--- src/rtl/vga_bridge_pkg.sv ---
package vga_bridge_pkg;
   typedef enum logic [1:0] {
      WIN_NONE = 2'd0,
      WIN_LEG  = 2'd1,
      WIN_EXT  = 2'd2,
      WIN_CTL  = 2'd3
   } win_e;

   typedef enum logic [2:0] {
      ST_IDLE = 3'd0,
      ST_LLO  = 3'd1,
      ST_LHI  = 3'd2,
      ST_XIDX = 3'd3,
      ST_XDAT = 3'd4,
      ST_RESP = 3'd5
   } seq_st_e;
endpackage

--- src/rtl/vga_win_decode.sv ---
module vga_win_decode
   import vga_bridge_pkg::*;
#(
   parameter int unsigned ADDR_W   = 12,
   parameter int unsigned OFF_W    = 8,
   parameter int unsigned LEG_BASE = 'h400,
   parameter int unsigned EXT_BASE = 'h500,
   parameter int unsigned CTL_BASE = 'h600
) (
   input  logic [ADDR_W-1:0] addr,
   output win_e              win,
   output logic [OFF_W-1:0]  off
);
   localparam int unsigned NWIN = 3;

   logic [NWIN-1:0] hit;

   for (genvar gi = 0; gi < NWIN; gi++) begin : g_win
      localparam logic [ADDR_W-1:0] BASE =
         (gi == 0) ? ADDR_W'(LEG_BASE) :
         (gi == 1) ? ADDR_W'(EXT_BASE) : ADDR_W'(CTL_BASE);
      if (BASE[OFF_W-1:0] != '0) begin : g_misaligned
         $error("sub-window base not aligned to window size");
      end
      assign hit[gi] = (addr[ADDR_W-1:OFF_W] == BASE[ADDR_W-1:OFF_W]);
   end

   always_comb begin
      if (hit[0])      win = WIN_LEG;
      else if (hit[1]) win = WIN_EXT;
      else if (hit[2]) win = WIN_CTL;
      else             win = WIN_NONE;
   end

   assign off = addr[OFF_W-1:0];
endmodule

--- src/rtl/vga_ctl_bank.sv ---
module vga_ctl_bank #(
   parameter int unsigned OFF_W    = 8,
   parameter int unsigned BANK_LEN = 256,
   parameter int unsigned SZ_OFF   = 0,
   parameter int unsigned BO_OFF   = 4,
   parameter logic [31:0] BE_CODE  = 32'hBEBE_BEBE,
   parameter logic [31:0] LE_CODE  = 32'h1E1E_1E1E
) (
   input  logic             clk,
   input  logic             rst,
   input  logic             acc,
   input  logic             we,
   input  logic [2:0]       size,
   input  logic [OFF_W-1:0] off,
   input  logic [31:0]      wdata,
   output logic [31:0]      rdata,
   output logic             be_flag
);
   localparam logic [OFF_W-1:0] SZ_O = OFF_W'(SZ_OFF);
   localparam logic [OFF_W-1:0] BO_O = OFF_W'(BO_OFF);

   if (BE_CODE == LE_CODE) begin : g_same_codes
      $error("byte-order codes must differ");
   end
   if (SZ_OFF == BO_OFF) begin : g_same_offs
      $error("control register offsets must differ");
   end

   logic full_word;
   logic wr_hit;

   assign full_word = (size == 3'd4);
   assign wr_hit    = acc && we && full_word && (off == BO_O);

   always_ff @(posedge clk) begin
      if (rst) begin
         be_flag <= 1'b0;
      end else if (wr_hit) begin
         if (wdata == BE_CODE)      be_flag <= 1'b1;
         else if (wdata == LE_CODE) be_flag <= 1'b0;
      end
   end

   always_comb begin
      rdata = '0;
      if (full_word) begin
         if (off == SZ_O)      rdata = 32'(BANK_LEN);
         else if (off == BO_O) rdata = be_flag ? BE_CODE : LE_CODE;
      end
   end

   // the flag moves only after a full-word write of a recognised code
   assert_flag_codes_R8: assert property (@(posedge clk) disable iff (rst)
      !$stable(be_flag) |-> ($past(wr_hit) &&
         (be_flag ? ($past(wdata) == BE_CODE) : ($past(wdata) == LE_CODE))));
endmodule

--- src/rtl/vga_bridge_seq.sv ---
module vga_bridge_seq
   import vga_bridge_pkg::*;
#(
   parameter int unsigned OFF_W    = 8,
   parameter logic [15:0] LEG_PORT = 16'h03C0
) (
   input  logic             clk,
   input  logic             rst,
   input  logic             req_valid,
   input  logic             req_write,
   input  logic [2:0]       req_size,
   input  logic [31:0]      req_wdata,
   input  win_e             dec_win,
   input  logic [OFF_W-1:0] dec_off,
   input  logic [31:0]      ctl_rdata,
   output logic             ctl_acc,
   output logic             req_ready,
   output logic [31:0]      req_rdata,
   output logic             leg_en,
   output logic             leg_we,
   output logic [15:0]      leg_port,
   output logic [7:0]       leg_wdata,
   input  logic [7:0]       leg_rdata,
   output logic             ext_en,
   output logic             ext_sel_idx,
   output logic             ext_we,
   output logic [15:0]      ext_wdata,
   input  logic [15:0]      ext_rdata
);
   if (OFF_W > 16) begin : g_wide_off
      $error("offset wider than the port number");
   end

   seq_st_e          st, st_nxt;
   logic             accept;
   logic             r_we;
   logic             r_two;
   logic [OFF_W-1:0] r_off;
   logic [31:0]      r_wdata;
   logic [31:0]      r_rdata;
   logic             leg_size_ok;

   assign accept      = (st == ST_IDLE) && req_valid;
   assign ctl_acc     = accept && (dec_win == WIN_CTL);
   assign leg_size_ok = (req_size == 3'd1) || (req_size == 3'd2);

   always_comb begin
      st_nxt = st;
      unique case (st)
         ST_IDLE: begin
            if (req_valid) begin
               unique case (dec_win)
                  WIN_LEG: st_nxt = leg_size_ok ? ST_LLO : ST_RESP;
                  WIN_EXT: st_nxt = ST_XIDX;
                  default: st_nxt = ST_RESP;
               endcase
            end
         end
         ST_LLO:  st_nxt = r_two ? ST_LHI : ST_RESP;
         ST_LHI:  st_nxt = ST_RESP;
         ST_XIDX: st_nxt = ST_XDAT;
         ST_XDAT: st_nxt = ST_RESP;
         ST_RESP: st_nxt = ST_IDLE;
         default: st_nxt = ST_IDLE;
      endcase
   end

   always_ff @(posedge clk) begin
      if (rst) begin
         st      <= ST_IDLE;
         r_we    <= 1'b0;
         r_two   <= 1'b0;
         r_off   <= '0;
         r_wdata <= '0;
         r_rdata <= '0;
      end else begin
         st <= st_nxt;
         if (accept) begin
            r_we    <= req_write;
            r_two   <= (req_size == 3'd2);
            r_off   <= dec_off;
            r_wdata <= req_wdata;
            r_rdata <= (dec_win == WIN_CTL && !req_write) ? ctl_rdata : '0;
         end else if (!r_we) begin
            if (st == ST_LLO)  r_rdata[7:0]  <= leg_rdata;
            if (st == ST_LHI)  r_rdata[15:8] <= leg_rdata;
            if (st == ST_XDAT) r_rdata       <= {16'h0000, ext_rdata};
         end
      end
   end

   assign leg_en      = (st == ST_LLO) || (st == ST_LHI);
   assign leg_we      = r_we;
   assign leg_port    = LEG_PORT + 16'(r_off) + {15'd0, (st == ST_LHI)};
   assign leg_wdata   = (st == ST_LHI) ? r_wdata[15:8] : r_wdata[7:0];

   assign ext_en      = (st == ST_XIDX) || (st == ST_XDAT);
   assign ext_sel_idx = (st == ST_XIDX);
   assign ext_we      = (st == ST_XIDX) || r_we;
   assign ext_wdata   = (st == ST_XIDX) ? 16'(r_off >> 1) : r_wdata[15:0];

   assign req_ready   = (st == ST_RESP);
   assign req_rdata   = req_ready ? r_rdata : '0;

   // back-to-back port cycles are the high byte following the low byte
   assert_word_order_R2: assert property (@(posedge clk) disable iff (rst)
      (leg_en && $past(leg_en)) |->
         ((leg_port == $past(leg_port) + 16'd1) && (leg_we == $past(leg_we))));

   // a data-register access is always preceded by the index write
   assert_index_first_R5: assert property (@(posedge clk) disable iff (rst)
      (ext_en && !ext_sel_idx) |-> $past(ext_en && ext_sel_idx && ext_we));

   // completion is a single-cycle pulse
   assert_ready_pulse_R11: assert property (@(posedge clk) disable iff (rst)
      req_ready |=> !req_ready);

   // no target is strobed while the completion pulse is up
   assert_quiet_on_ready_R10: assert property (@(posedge clk) disable iff (rst)
      req_ready |-> (!leg_en && !ext_en));
endmodule

--- src/rtl/vga_mmio_bridge.sv ---
module vga_mmio_bridge
   import vga_bridge_pkg::*;
#(
   parameter int unsigned ADDR_W   = 12,
   parameter int unsigned WIN_SIZE = 256,
   parameter int unsigned LEG_BASE = 'h400,
   parameter int unsigned EXT_BASE = 'h500,
   parameter int unsigned CTL_BASE = 'h600,
   parameter logic [15:0] LEG_PORT = 16'h03C0,
   parameter int unsigned SZ_OFF   = 0,
   parameter int unsigned BO_OFF   = 4,
   parameter logic [31:0] BE_CODE  = 32'hBEBE_BEBE,
   parameter logic [31:0] LE_CODE  = 32'h1E1E_1E1E,
   parameter bit          CTL_EN   = 1'b1
) (
   input  logic              clk,
   input  logic              rst,
   input  logic              req_valid,
   input  logic              req_write,
   input  logic [ADDR_W-1:0] req_addr,
   input  logic [2:0]        req_size,
   input  logic [31:0]       req_wdata,
   output logic              req_ready,
   output logic [31:0]       req_rdata,
   output logic              leg_en,
   output logic              leg_we,
   output logic [15:0]       leg_port,
   output logic [7:0]        leg_wdata,
   input  logic [7:0]        leg_rdata,
   output logic              ext_en,
   output logic              ext_sel_idx,
   output logic              ext_we,
   output logic [15:0]       ext_wdata,
   input  logic [15:0]       ext_rdata,
   output logic              be_flag
);
   localparam int unsigned OFF_W = $clog2(WIN_SIZE);

   if ((WIN_SIZE & (WIN_SIZE - 1)) != 0 || WIN_SIZE < 8) begin : g_bad_win
      $error("window size must be a power of two of at least 8");
   end
   if (OFF_W >= ADDR_W) begin : g_bad_addr
      $error("address too narrow for the sub-windows");
   end
   if (LEG_BASE == EXT_BASE || LEG_BASE == CTL_BASE || EXT_BASE == CTL_BASE) begin : g_overlap
      $error("sub-windows must not overlap");
   end
   if (SZ_OFF >= WIN_SIZE || BO_OFF >= WIN_SIZE) begin : g_bad_regs
      $error("control register offsets outside the bank");
   end

   win_e             dec_win;
   logic [OFF_W-1:0] dec_off;
   logic [31:0]      ctl_rdata;
   logic             ctl_acc;

   vga_win_decode #(
      .ADDR_W  (ADDR_W),
      .OFF_W   (OFF_W),
      .LEG_BASE(LEG_BASE),
      .EXT_BASE(EXT_BASE),
      .CTL_BASE(CTL_BASE)
   ) u_decode (
      .addr(req_addr),
      .win (dec_win),
      .off (dec_off)
   );

   if (CTL_EN) begin : g_ctl
      vga_ctl_bank #(
         .OFF_W   (OFF_W),
         .BANK_LEN(WIN_SIZE),
         .SZ_OFF  (SZ_OFF),
         .BO_OFF  (BO_OFF),
         .BE_CODE (BE_CODE),
         .LE_CODE (LE_CODE)
      ) u_ctl (
         .clk    (clk),
         .rst    (rst),
         .acc    (ctl_acc),
         .we     (req_write),
         .size   (req_size),
         .off    (dec_off),
         .wdata  (req_wdata),
         .rdata  (ctl_rdata),
         .be_flag(be_flag)
      );
   end else begin : g_no_ctl
      assign ctl_rdata = '0;
      assign be_flag   = 1'b0;
   end

   vga_bridge_seq #(
      .OFF_W   (OFF_W),
      .LEG_PORT(LEG_PORT)
   ) u_seq (
      .clk        (clk),
      .rst        (rst),
      .req_valid  (req_valid),
      .req_write  (req_write),
      .req_size   (req_size),
      .req_wdata  (req_wdata),
      .dec_win    (dec_win),
      .dec_off    (dec_off),
      .ctl_rdata  (ctl_rdata),
      .ctl_acc    (ctl_acc),
      .req_ready  (req_ready),
      .req_rdata  (req_rdata),
      .leg_en     (leg_en),
      .leg_we     (leg_we),
      .leg_port   (leg_port),
      .leg_wdata  (leg_wdata),
      .leg_rdata  (leg_rdata),
      .ext_en     (ext_en),
      .ext_sel_idx(ext_sel_idx),
      .ext_we     (ext_we),
      .ext_wdata  (ext_wdata),
      .ext_rdata  (ext_rdata)
   );
endmodule

--- config.mk ---
export PLATFORM = sky130hd
export DESIGN_NAME = vga_mmio_bridge
export DESIGN_NICKNAME = d
export VERILOG_FILES = /design/src/rtl/vga_bridge_pkg.sv /design/src/rtl/vga_win_decode.sv /design/src/rtl/vga_ctl_bank.sv /design/src/rtl/vga_bridge_seq.sv /design/src/rtl/vga_mmio_bridge.sv
export SDC_FILE = /design/constraint.sdc
export NUM_CORES = 1
export LEC_CHECK = 0
export ABC_AREA = 1
export BUFFER_PORTS_ARGS = -buffer_cell sky130_fd_sc_hd__buf_2
export CORE_MARGIN = 4
export CORE_UTILIZATION = 55
export CTS_CLUSTER_DIAMETER = 150
export DETAILED_ROUTE_END_ITERATION = 16
export PLACE_DENSITY = 0.94
export SLEW_MARGIN = 15
export SYNTH_ARGS = -nofsm -noshare
export SYNTH_HDL_FRONTEND = slang
export SYNTH_HIERARCHICAL = 1
export SYNTH_SLANG_ARGS = --single-unit
--- constraint.sdc ---
create_clock -name clk -period 3.5 [get_ports clk]
set_input_delay 0.35 -clock clk [delete_from_list [all_inputs] [get_ports clk]]
set_output_delay 0.35 -clock clk [all_outputs]
set_load 0.01 [all_outputs]
=== Word level (Yosys, flattened, before mapping) ===
Cells that the tools add are included.
Widths: inputs -> output; s select.

* Add/subtract/negate cells: 2
* Mux-type cells: 23
* Eq/ne operators: 19
* Reductions and logical operators: 22

{| class="wikitable"
|+ Operators with widths
! cell !! count
|-
| $mux 32 || 9
|-
| $eq 32x29->1 const B || 1
|-
| $eq 32x32->1 const B || 1
|-
| $mux 8 || 3
|-
| $add 16x1->16 || 1
|-
| $mux 16 || 1
|-
| $eq 4x3->1 const B || 3
|-
| $pmux 3 s4 || 1
|-
| $add 10x8->11 const A || 1
|-
| $eq 3x2->1 const B || 3
|-
| $eq 3x3->1 const B || 3
|-
| $mux 3 || 3
|-
| $eq 8x3->1 const B || 1
|-
| $logic_not 8->1 || 1
|-
| $reduce_and 2->1 || 4
|-
| $eq 3x1->1 const B || 2
|-
| $logic_and 1x1->1 || 6
|-
| $mux 2 || 3
|-
| $pmux 3 s2 || 1
|-
| $reduce_bool 3->1 || 2
|-
| $eq 2x2->1 const B || 2
|-
| $logic_or 1x1->1 || 4
|-
| $reduce_bool 2->1 || 2
|-
| $logic_not 3->1 || 1
|-
| other kinds (6) || 7
|}

* Register bits after elaboration: 62
* Output and inout bits: 79
* Input bits: 75

=== Longest topological paths before layout ===
Gate-level depths: netlist (run 1).

* Depth in word-level cells: 10
* Gate-level depth with buffers: 13
* Depth with buffers taken out: 11

=== Modules after synthesis ===
The synthesis (run 1) kept the hierarchy.

{| class="wikitable"
|+ Modules (own cells, without submodules)
! module !! cells each !! seq. area each (um^2) !! times used !! area an instance (um^2)
|-
| vga_bridge_seq || 586 || 1221.2 || 1 || 3545.9
|-
| vga_ctl_bank || 99 || 20.0 || 1 || 560.5
|-
| vga_win_decode || 17 || 0.0 || 1 || 96.3
|}

=== Least setup slack after synthesis (run 1) ===
OpenSTA, ideal clock, no wires.

* Path type: register to output
* From: reg u_seq.st[2]
* To: out leg_port[8]
* Slack: 1.383 ns
* Cell stages (with the launch flop): 13
* Path buffers: 2
* Arrival time: 1.767 ns
* Cells stage by stage: dfxtp_1 > buf_6 > clkinv_8 > nand3_4 > clkbuf_1 > inv_1 > ha_1 > ha_1 > inv_1 > nor2_1 > nand3_1 > nand3_1 > inv_1

* Longest elaborated chain between the ends: 2

{| class="wikitable"
|+ RTL lines
! what !! RTL line !! source
|-
| start, declared || vga_bridge_seq.sv:34 || <nowiki>seq_st_e st, st_nxt;</nowiki>
|-
| start signal, assigned || vga_bridge_seq.sv:77 || <nowiki>st <= st_nxt;</nowiki>
|-
| $eq 3x2->1 || vga_bridge_seq.sv:94 || <nowiki>assign leg_port = LEG_PORT + 16'(r_off) + {15'd0, (st == ST_LHI)};</nowiki>
|-
| $add 16x1->16 || vga_bridge_seq.sv:94 ||
|-
| end, declared || vga_mmio_bridge.sv:27 || <nowiki>output logic [15:0] leg_port,</nowiki>
|}

Every way passes these cells.

=== Final worst setup path (run 1) ===
* From: reg u_seq.st[2]
* To: out leg_port[6]

The elaborated chain is that of the path after synthesis.

==> impl_metrics.yaml, run 1 <==
finish:
  seq_area_um2: 1241
  fin_nets: 880
  final_cell_area_um2: 4850
  nFillCells: 707
  multi_input_area_um2: 2086
  drive_gt1_frac: 0.2376
  syn2layout_area_growth_pct: 15.39
  antennaDiodeCount: 0
placement:
  place_congestion: 0.9257
  post_dp_cell_area_um2: 4636
  portBuffers: 148
  dp_hpwl_mm: 8.091
clocking:
  path_clk_slew_ns: 0.07
  clk_latency_ns: 0.33
  cts_hold_buf: 0
  clock-sinks: 62
  ctsRootBufferMaster: "clkbuf_8"
  post-cts-setup-buffers: 0
  cts_resized: 0
  cts_max_level: 3
  clockBufferDepth: 2
  cts_tree: "done"
  cts-buffers-inserted: 9
global_routing:
  grt_max_degree: 37
  antenna_found_initial: 0
  grt.total_usage: 0.2380
  grt_first_pass_wirelength_mm: 16.95
  gr-total-overflow: 0
  first_global_vias: 3865
logic_synthesis:
  yosysUniqueCellTypes: 28
  ys_async_sr_fraction: 0
  synth_edf_count: 0
  ys_ff_latch: 62
  ys_seq_area_frac: 0.2953
  synth_area_leaders: "dfxtp_1 (30%), nand2_1 (17%), nor2_1 (11%)"
  ys.flop_type: "dfxtp_1"
  synth_area_per_cell_um2: 5.987
  synth_warnings: 6
  syn_inst: 702
  yosys.area.top_type_share: 0.2953
  synth_area_um2: 4203
  yosysTopAreaCell: "dfxtp_1"
worst_setup_path:
  ff2ff_setup_slack_ns: 1.36
  end_kind: "output port"
  crit_fanout: 19
  start_kind: "register"
  crit_required_ns: 3.15
  cp.arrival_ns: 2.24
  worstRegToRegCells: 5
  criticalPathCategory: "register to output port"
sta:
  skew_ns: 0.005656
  worst_pin_slew_ns: 0.7126
  maxSlewHeadroom: 0.5236
  final.min_clock_period_ns: 2.593
  setup_viol: 0
  fmax_mhz: 385.7
  tns_ns: 0
  min_period_over_period: 0.7408
  maxSlewViolCount: 0
  rsz0062_at_grt: "false"
  final_hold_viol_count: 0
pwr:
  irDropWorstVdd_mv: 0.3314
  p_per_area_nw_per_um2: 562.1
  power.leakage_nw: 2.482
route:
  drt-met1-wl_mm: 4.327
  postRouteAntennaNets: 0
  routed.top_layer: "met4"
  drtIter0Drc: 246
  drc: 0
  num_vias: 4333
  wl_met3_mm: 1.076
  routedWlPerCell_um: 11.88
  vias_per_cell: 4.777
  wl_met2_mm: 5.166
  drt_wl_total_mm: 10.77
  firstDrtPassIters: 5
floorplanning:
  start_util: 0.5733
  dieHeight_um: 95.42
  rows: 31
  die_w_um: 95.42
  core_um2: 7331
  die_area_um2: 9104
  io_pins: 154
worst_hold_path:
  hold_class: "primary input to register"
  whs_path_depth: 3
run_status:
  status: "finished, final reports clean"
flow_run:
  drv_cap: 0
==> critical path: stages (launching register included) <==
cell and delay [ns]:
dfxtp_1 0.30, buf_4 0.20, clkinv_8 0.09, nand3_4 0.19
inv_1 0.11, ha_1 0.16, ha_1 0.18, inv_1 0.05
nor2_1 0.17, nand3_1 0.14, xor2_1 0.16, buf_2 0.15
==> cell usage after synthesis (all sizes together), types with 3 or more instances <==
| master | number |
|---|---|
| buf | 62 |
| nor3 | 4 |
| nor2 | 133 |
| nand4 | 5 |
| a21oi | 46 |
| o21ai | 38 |
| xor2 | 5 |
| inv | 106 |
| dfxtp | 62 |
| nand3b | 3 |
| clkbuf | 10 |
| nand2 | 198 |
| nand3 | 23 |
==> through the flow <==
stage	total power [W]	cells	worst slack (ns)	util	hold WS, ns
after floorplan	0.001808	712	1.383	-	0.4124
after global placement	0.002029	891	1.347	0.6324	0.4496
after detailed placement	0.002048	891	1.269	0.6324	0.4521
after CTS	0.002730	907	0.8949	0.6615	0.2686
after global routing	0.002931	907	0.6915	0.6615	0.2731
final	0.002726	907	0.9073	0.6615	0.2775
==> flip-flops by register name, indices dropped and copies added, names as in the netlist <==
register,cells
u_seq/r_rdata,32
u_seq/leg_we,1
u_seq/r_wdata,16
g_ctl.u_ctl/be_flag,1
u_seq/r_off,8
u_seq/st,3
u_seq/r_two,1
==> where the power goes <==
part           internal (W)  switching (W)  leakage (nW)
Sequential         0.000855      0.0000665         0.509
Clock              0.000400       0.000282         0.106
Combinational      0.000372       0.000752          1.87
==> layer usage <==
metal  GRT usage  vias to the layer above
met5           0                        -
met4     0.08531                        0
met3     0.05446                       19
met2      0.4169                      203
met1      0.2838                     1851
li1            -                     2260
==> cells by family (layout without fill, tap and decap cells) <==
kind of cell,after synthesis,in the layout,synth area share
flops,62,62,0.2953
xor+xnor,5,5,0.01042
other cells,2,12,0.001787
compound gates,85,85,0.1024
buf+inv,179,275,0.2173
fa+ha+maj,2,2,0.005953
simple gates,367,367,0.3668
==> layout make-up <==
type                            count  area share
Multi-Input combinational cell    471      0.4301
Sequential cell                    62      0.2559
Timing Repair Buffer              152      0.1589
Inverter                          107     0.08540
Clock buffer                       10     0.02632
Tap cell                           99     0.02554
Clock inverter                      6     0.01780
==> cell usage in the layout, fill, tap and decap left out <==
cell,Yosys,routed
o21ai_0,38,38
nand2_2,3,3
nor2_1,123,123
a21oi_1,45,45
nor3_1,4,4
nand3_1,21,21
nand3_4,2,2
clkbuf_1,10,1
nand3b_4,1,1
inv_2,6,6
a21oi_2,1,1
clkinv_8,1,1
nand2_1,195,195
bufinv_16,0,2
inv_1,100,100
nand3b_2,1,1
clkinv_2,0,2
buf_2,9,148
nor4_1,1,1
nand4_1,5,5
conb_1,2,12
clkinv_4,0,1
nor2_4,6,6
clkinvlp_4,0,1
nor2_2,4,4
dfxtp_1,62,62
ha_1,2,2
buf_4,48,4
xor2_1,5,5
a31oi_1,1,1
nand3b_1,1,1
clkbuf_8,0,9
==> worst paths after layout <==
| check | startpoint | end |
|---|---|---|
| setup reg to reg | u_seq/st[1] | u_seq/r_wdata[6] |
| setup / recovery | u_seq/st[2] | leg_port[6] |
| hold / removal | req_addr[5] | u_seq/r_off[5] |
| hold reg to reg | u_seq/r_rdata[27] | u_seq/r_rdata[27] |
Power figures use the tool's default switching activity.
==> run 2: changes to the inputs <==
Settings changed: ABC_AREA 1 to 0, CORE_UTILIZATION 55 to 50, PLACE_DENSITY 0.94 to 0.88.
Clock period 3.5 ns to 2.5 ns, I/O delays scaled along.
==> run 2 against run 1 <==
Clock-buffer cell count increased by 3. Flip-flop and latch count unchanged. Core utilization decreased by 3.3 points. Via count decreased by 16%. Worst setup slack got worse by 0.73 ns. Wire length decreased by 2.1%. Die area increased by 0.93%. Largest power group is now sequential cells. Highest routed layer unchanged.
==> impl_metrics.yaml, run 2 <==
global_routing:
  grt.total_usage: 0.2281
  use_met1: 0.2688
  gr-total-overflow: 0
  first_global_vias: 3460
  grt_busiest_layer: "met2"
  grt_max_degree: 43
  grt_first_pass_wirelength_mm: 16.30
  grt_use_met2: 0.4019
  antenna_found_initial: 0
  use_met3: 0.04769
logic_synthesis:
  synth_edf_count: 0
  synth_area_um2: 3860
  yosysTopAreaCell: "dfxtp_1"
  yosys.area.top_type_share: 0.3216
  syn_inst: 464
  ys.flop_type: "dfxtp_1"
  synth_top_family_by_area: "simple AND/OR/NAND/NOR gates"
  synth_area_leaders: "dfxtp_1 (32%), mux2_2 (8.8%), buf_4 (8.2%)"
  yosys-top-cells-count: "dfxtp_1 (62), nand2_1 (55), and2_1 (43)"
  synthXorXnorAreaFrac: 0.01588
  synthAdderAreaFrac: 0.006483
  yosysUniqueCellTypes: 47
  ys_async_sr_fraction: 0
  ys_seq_area_frac: 0.3216
  synthMuxAreaShare: 0.08752
  synth-simple-area-share: 0.2726
  synth_compound_area_frac: 0.1660
  synth_area_per_cell_um2: 8.319
  synth_warnings: 6
  ys_ff_latch: 62
  synth.most_common_cell: "dfxtp_1"
pwr:
  swShare: 0.2952
  power_switching_w: 0.0008497
  p_comb_frac: 0.244
  intPower_w: 0.002029
  irDropWorstVdd_mv: 0.2659
  power.leakage_nw: 2.118
  p_seq_frac: 0.401
  p_per_area_nw_per_um2: 621.5
  power_w: 0.002879
  p_clk_frac: 0.355
floorplanning:
  die_area_um2: 9189
  core_um2: 7370
  dieHeight_um: 95.86
  rows: 31
  start_util: 0.5238
  io_pins: 154
  die_w_um: 95.86
worst_setup_path:
  cp_common_cell: "ha_1"
  end_kind: "output port"
  cp.arrival_ns: 2.08
  crit_fanout: 10
  crit_required_ns: 2.25
  path_cells: "nor3b_2 > ha_1 > ha_1 > nand3_1 > nor2_1 > or3_1 > inv_1 > buf_2"
  criticalPathCategory: "register to output port"
  crit_path_max_incr_delay_ns: 0.42
  start_kind: "register"
  cp_slowest_cell: "dfxtp_2"
clocking:
  post-cts-setup-buffers: 0
  path_clk_slew_ns: 0.07
  cts-buffers-inserted: 9
  cts_max_level: 3
  clk_latency_ns: 0.33
  clockBufferDepth: 2
  cts_hold_buf: 0
  ctsRootBufferMaster: "clkbuf_8"
  cts_tree: "done"
  clock-sinks: 62
finish:
  final_cell_mix: "buf_2 (148), dfxtp_1 (59), nand2_1 (55), and2_1 (43), a22oi_1 (33)"
  multi_input_area_um2: 2176
  seq_area_um2: 1245
  syn2layout_area_growth_pct: 20.00
  largest-register: "u_seq/r_rdata"
  nFillCells: 659
  largest_reg_flops: 32
  drive_gt1_frac: 0.4035
  reg_top3: "u_seq/r_rdata x32, u_seq/r_wdata x16, u_seq/r_off x8"
  final_common_cell: "buf_2"
  antennaDiodeCount: 0
  fin_nets: 647
placement:
  place_ws_ns: 0.3940
  place_congestion: 0.9033
  dp_hpwl_mm: 8.064
  portBuffers: 148
route:
  num_vias: 3633
  drc: 0
  drt_wl_total_mm: 10.55
  postRouteAntennaNets: 0
  drtIter0Drc: 132
  routedWlPerCell_um: 15.65
  vias_per_cell: 5.390
  firstDrtPassIters: 5
sta:
  rsz0062_at_grt: "false"
  worst_pin_slew_ns: 1.135
  hold_ws_ns: 0.1643
  tns_ns: 0
  maxSlewViolCount: 0
  final_hold_viol_count: 0
  skew_ns: 0.007976
  fmax_mhz: 430.0
  final.min_clock_period_ns: 2.325
  maxSlewHeadroom: 0.2379
  final.setup.worst_slack_ns: 0.1746
  min_period_over_period: 0.9301
  setup_viol: 0
worst_hold_path:
  hold_class: "primary input to register"
flow_run:
  drv_cap: 0
run_status:
  status: "finished, final reports clean"
## run 2: power groups by stage
stage / registers [W] / clock network [W] / logic [W]
after CTS: 0.00115 / 0.00104 / 0.000704
after global placement: 0.00116 / 0 / 0.000681
final: 0.00115 / 0.00102 / 0.000704
after floorplan: 0.00114 / 0 / 0.000524
after global routing: 0.00116 / 0.00109 / 0.000778
after detailed placement: 0.00117 / 0 / 0.000701
## run 2: through the flow
| step | util | cells | cell area (um^2) |
|---|---|---|---|
| 2_1_floorplan | - | 474 | 3897 |
| 6_report | 0.6285 | 674 | 4632 |
| 3_3_place_gp | 0.5956 | 658 | 4389 |
| 4_1_cts | 0.6273 | 674 | 4623 |
| 5_1_grt | 0.6285 | 674 | 4632 |
| 3_5_place_dp | 0.5956 | 658 | 4389 |
## run 2: path summary, 6_finish.rpt
kind	startpoint	endpoint	slack [ns]	cells after the start
worst max-delay path	u_seq/st[1]	leg_port[8]	0.17	8
worst min-delay path	req_wdata[0]	u_seq/r_wdata[0]	0.16	3
worst max register to register	u_seq/st[0]	u_seq/r_rdata[8]	0.43	5
worst min register to register	u_seq/r_wdata[5]	u_seq/r_wdata[5]	0.48	2
## run 2: area by class of cell
cell class | instances | share of cell area
clock buffer | 13 | 0.03647
clock inverter | 3 | 0.01405
inverter | 6 | 0.004862
multi-input combinational | 331 | 0.4697
sequential | 62 | 0.2688
tap | 99 | 0.02674
timing repair buffer | 160 | 0.1794
## run 2: repair_timing
action,in CTS,in global routing
setup endpoints to repair,0,4
gates resized for setup,0,4
endpoints found under the hold margin,0,0
## run 2: cells by family (layout without fill, tap and decap cells)
| kind of cell | Yosys count | after routing |
|---|---|---|
| AND/OR/NAND/NOR | 193 | 193 |
| AO/OA/AOI/OAI | 87 | 87 |
| flip-flops | 62 | 62 |
| adder cells (fa/ha/maj) | 2 | 2 |
| XOR/XNOR | 7 | 7 |
| other | 2 | 12 |
| buffers and inverters | 81 | 182 |
| multiplexers | 30 | 30 |
## run 2: worst max-delay path: cells and delay by family, from the launching register on
kind	cells	cell delay, ns
simple gates	4	0.71
flops	1	0.42
fa+ha+maj	2	0.45
buf+inv	2	0.18
## run 2: routing by layer
metal	share of wire	vias up
li1	-	1772
met3	0.090	16
met4	0.019	0
met5	0	-
met1	0.40	1658
met2	0.49	187
==> run 3: changes to the inputs <==
Settings changed: CORE_MARGIN 4 to default.
==> run 3 against run 2 <==
Clock power shrank 25%. Sequential share of layout area rose by 0.35 points. Combinational power is 0.9% higher. Worst setup slack gained 0.020 ns. Total power shrank 8.5%. Global-route usage is 3.3 points higher. Largest cell class unchanged. Largest power group unchanged.
==> impl_metrics.yaml, run 3 (synthesis gave the netlist of run 2 again) <==
route:
  postRouteAntennaNets: 0
  routedWlPerCell_um: 15.58
  drc: 0
  firstDrtPassIters: 5
  vias_per_cell: 5.487
  num_vias: 3698
  drtIter0Drc: 137
  drt_wl_total_mm: 10.50
clocking:
  clk_latency_ns: 0.34
  clock-sinks: 62
  post-cts-setup-buffers: 0
  cts-buffers-inserted: 9
  cts_tree: "done"
  path_clk_slew_ns: 0.06
  clockBufferDepth: 2
  cts_max_level: 3
  ctsRootBufferMaster: "clkbuf_8"
sta:
  maxSlewViolCount: 0
  fmax_mhz: 433.7
  tns_ns: 0
  setup_viol: 0
  hold_ws_ns: 0.1612
  skew_ns: 0.01046
  worst_pin_slew_ns: 1.100
  maxSlewHeadroom: 0.2616
  final.min_clock_period_ns: 2.306
  final_hold_viol_count: 0
  min_period_over_period: 0.9223
  rsz0062_at_grt: "false"
placement:
  post_dp_cell_area_um2: 4380
  dpl.cell_count: 658
  dp_hpwl_mm: 7.812
  place_congestion: 0.8427
  portBuffers: 148
finish:
  reg_top3: "u_seq/r_rdata x32, u_seq/r_wdata x16, u_seq/r_off x8"
  final_cells: 674
  final_core_util: 0.6204
  largest-register: "u_seq/r_rdata"
  largest_reg_flops: 32
  syn2layout_area_growth_pct: 18.44
  nFillCells: 664
  fin_nets: 647
  drive_gt1_frac: 0.4087
  antennaDiodeCount: 0
  final_cell_area_um2: 4572
  final_cell_mix: "buf_2 (148), dfxtp_1 (59), nand2_1 (55), and2_1 (43), a22oi_1 (33)"
  final_common_cell: "buf_2"
  multi_input_area_um2: 2175
  seq_area_um2: 1245
pwr:
  p_per_area_nw_per_um2: 576.0
  irDropWorstVdd_mv: 0.4175
  power.leakage_nw: 2.079
global_routing:
  grt_first_pass_wirelength_mm: 16.74
  grt.total_usage: 0.2610
  gr-total-overflow: 0
  antenna_found_initial: 0
  first_global_vias: 3505
  grt_max_degree: 42
run_status:
  status: "finished, final reports clean"
floorplanning:
  die_area_um2: 8075
  io_pins: 154
  die_w_um: 89.86
  dieHeight_um: 89.86
  rows: 31
  core_um2: 7370
  start_util: 0.5238
flow_run:
  drv_cap: 0
worst_setup_path:
  crit_required_ns: 2.25
  criticalPathCategory: "register to output port"
  cp.arrival_ns: 2.06
  start_kind: "register"
  end_kind: "output port"
  crit_fanout: 10
worst_hold_path:
  hold_class: "primary input to register"
## run 3: changes by cell type in the layout (fill, tap and decap cells not counted), sizes merged
cell	before	now
bufinv	2	0
clkbuf	13	10
clkinv	1	3
clkinvlp	0	3
## run 3: where the power goes
| group | switching (W) | internal, W |
|---|---|---|
| Combinational | 0.000403 | 0.000307 |
| Sequential | 0.0000764 | 0.00108 |
| Clock | 0.000387 | 0.000380 |
## run 3: repair_timing
item,CTS,global route
hold buffers,0,0
gates cloned,0,0
gates resized for setup,1,5
endpoints found under the setup margin,1,11
## run 3: path summary, 6_finish.rpt
path,end,from,slack [ns],depth (start not counted)
max,leg_port[8],u_seq/st[1],0.19,8
min,u_seq/r_wdata[8],req_wdata[8],0.16,3
max reg2reg,u_seq/r_rdata[9],u_seq/st[0],0.40,5
min reg2reg,u_seq/r_wdata[13],u_seq/r_wdata[13],0.47,2
## run 3: cell type report
| type | count | share of cell area |
|---|---|---|
| well taps | 99 | 0.02709 |
| flip-flops and latches | 62 | 0.2723 |
| repair buffers | 160 | 0.1817 |
| inverters | 6 | 0.004926 |
| clock buffers | 10 | 0.03010 |
| multi-input cells | 331 | 0.4756 |
| clock inverters | 6 | 0.008210 |
## run 3: layer usage
layer	up-vias	wire length, um	global-route usage
met5	-	0	0
met4	0	178	0.1075
met3	18	907	0.08037
met2	198	5341	0.4679
met1	1716	4077	0.2850
li1	1766	-	-
## run 3: per-stage QoR
step	setup slack (ns)	total power [W]
2_1_floorplan	0.09749	0.001662
3_3_place_gp	0.4294	0.001837
3_5_place_dp	0.3723	0.001873
4_1_cts	0.04789	0.002652
5_1_grt	0.01317	0.002778
6_report	0.1943	0.002634
## run 3: critical path: stages, from the launching register on
cell and delay, ns:
dfxtp_2 0.43, nor3b_2 0.25, ha_1 0.23, ha_1 0.19
nand3_1 0.16, nor2_2 0.16, or3_1 0.14, inv_1 0.04
buf_2 0.13
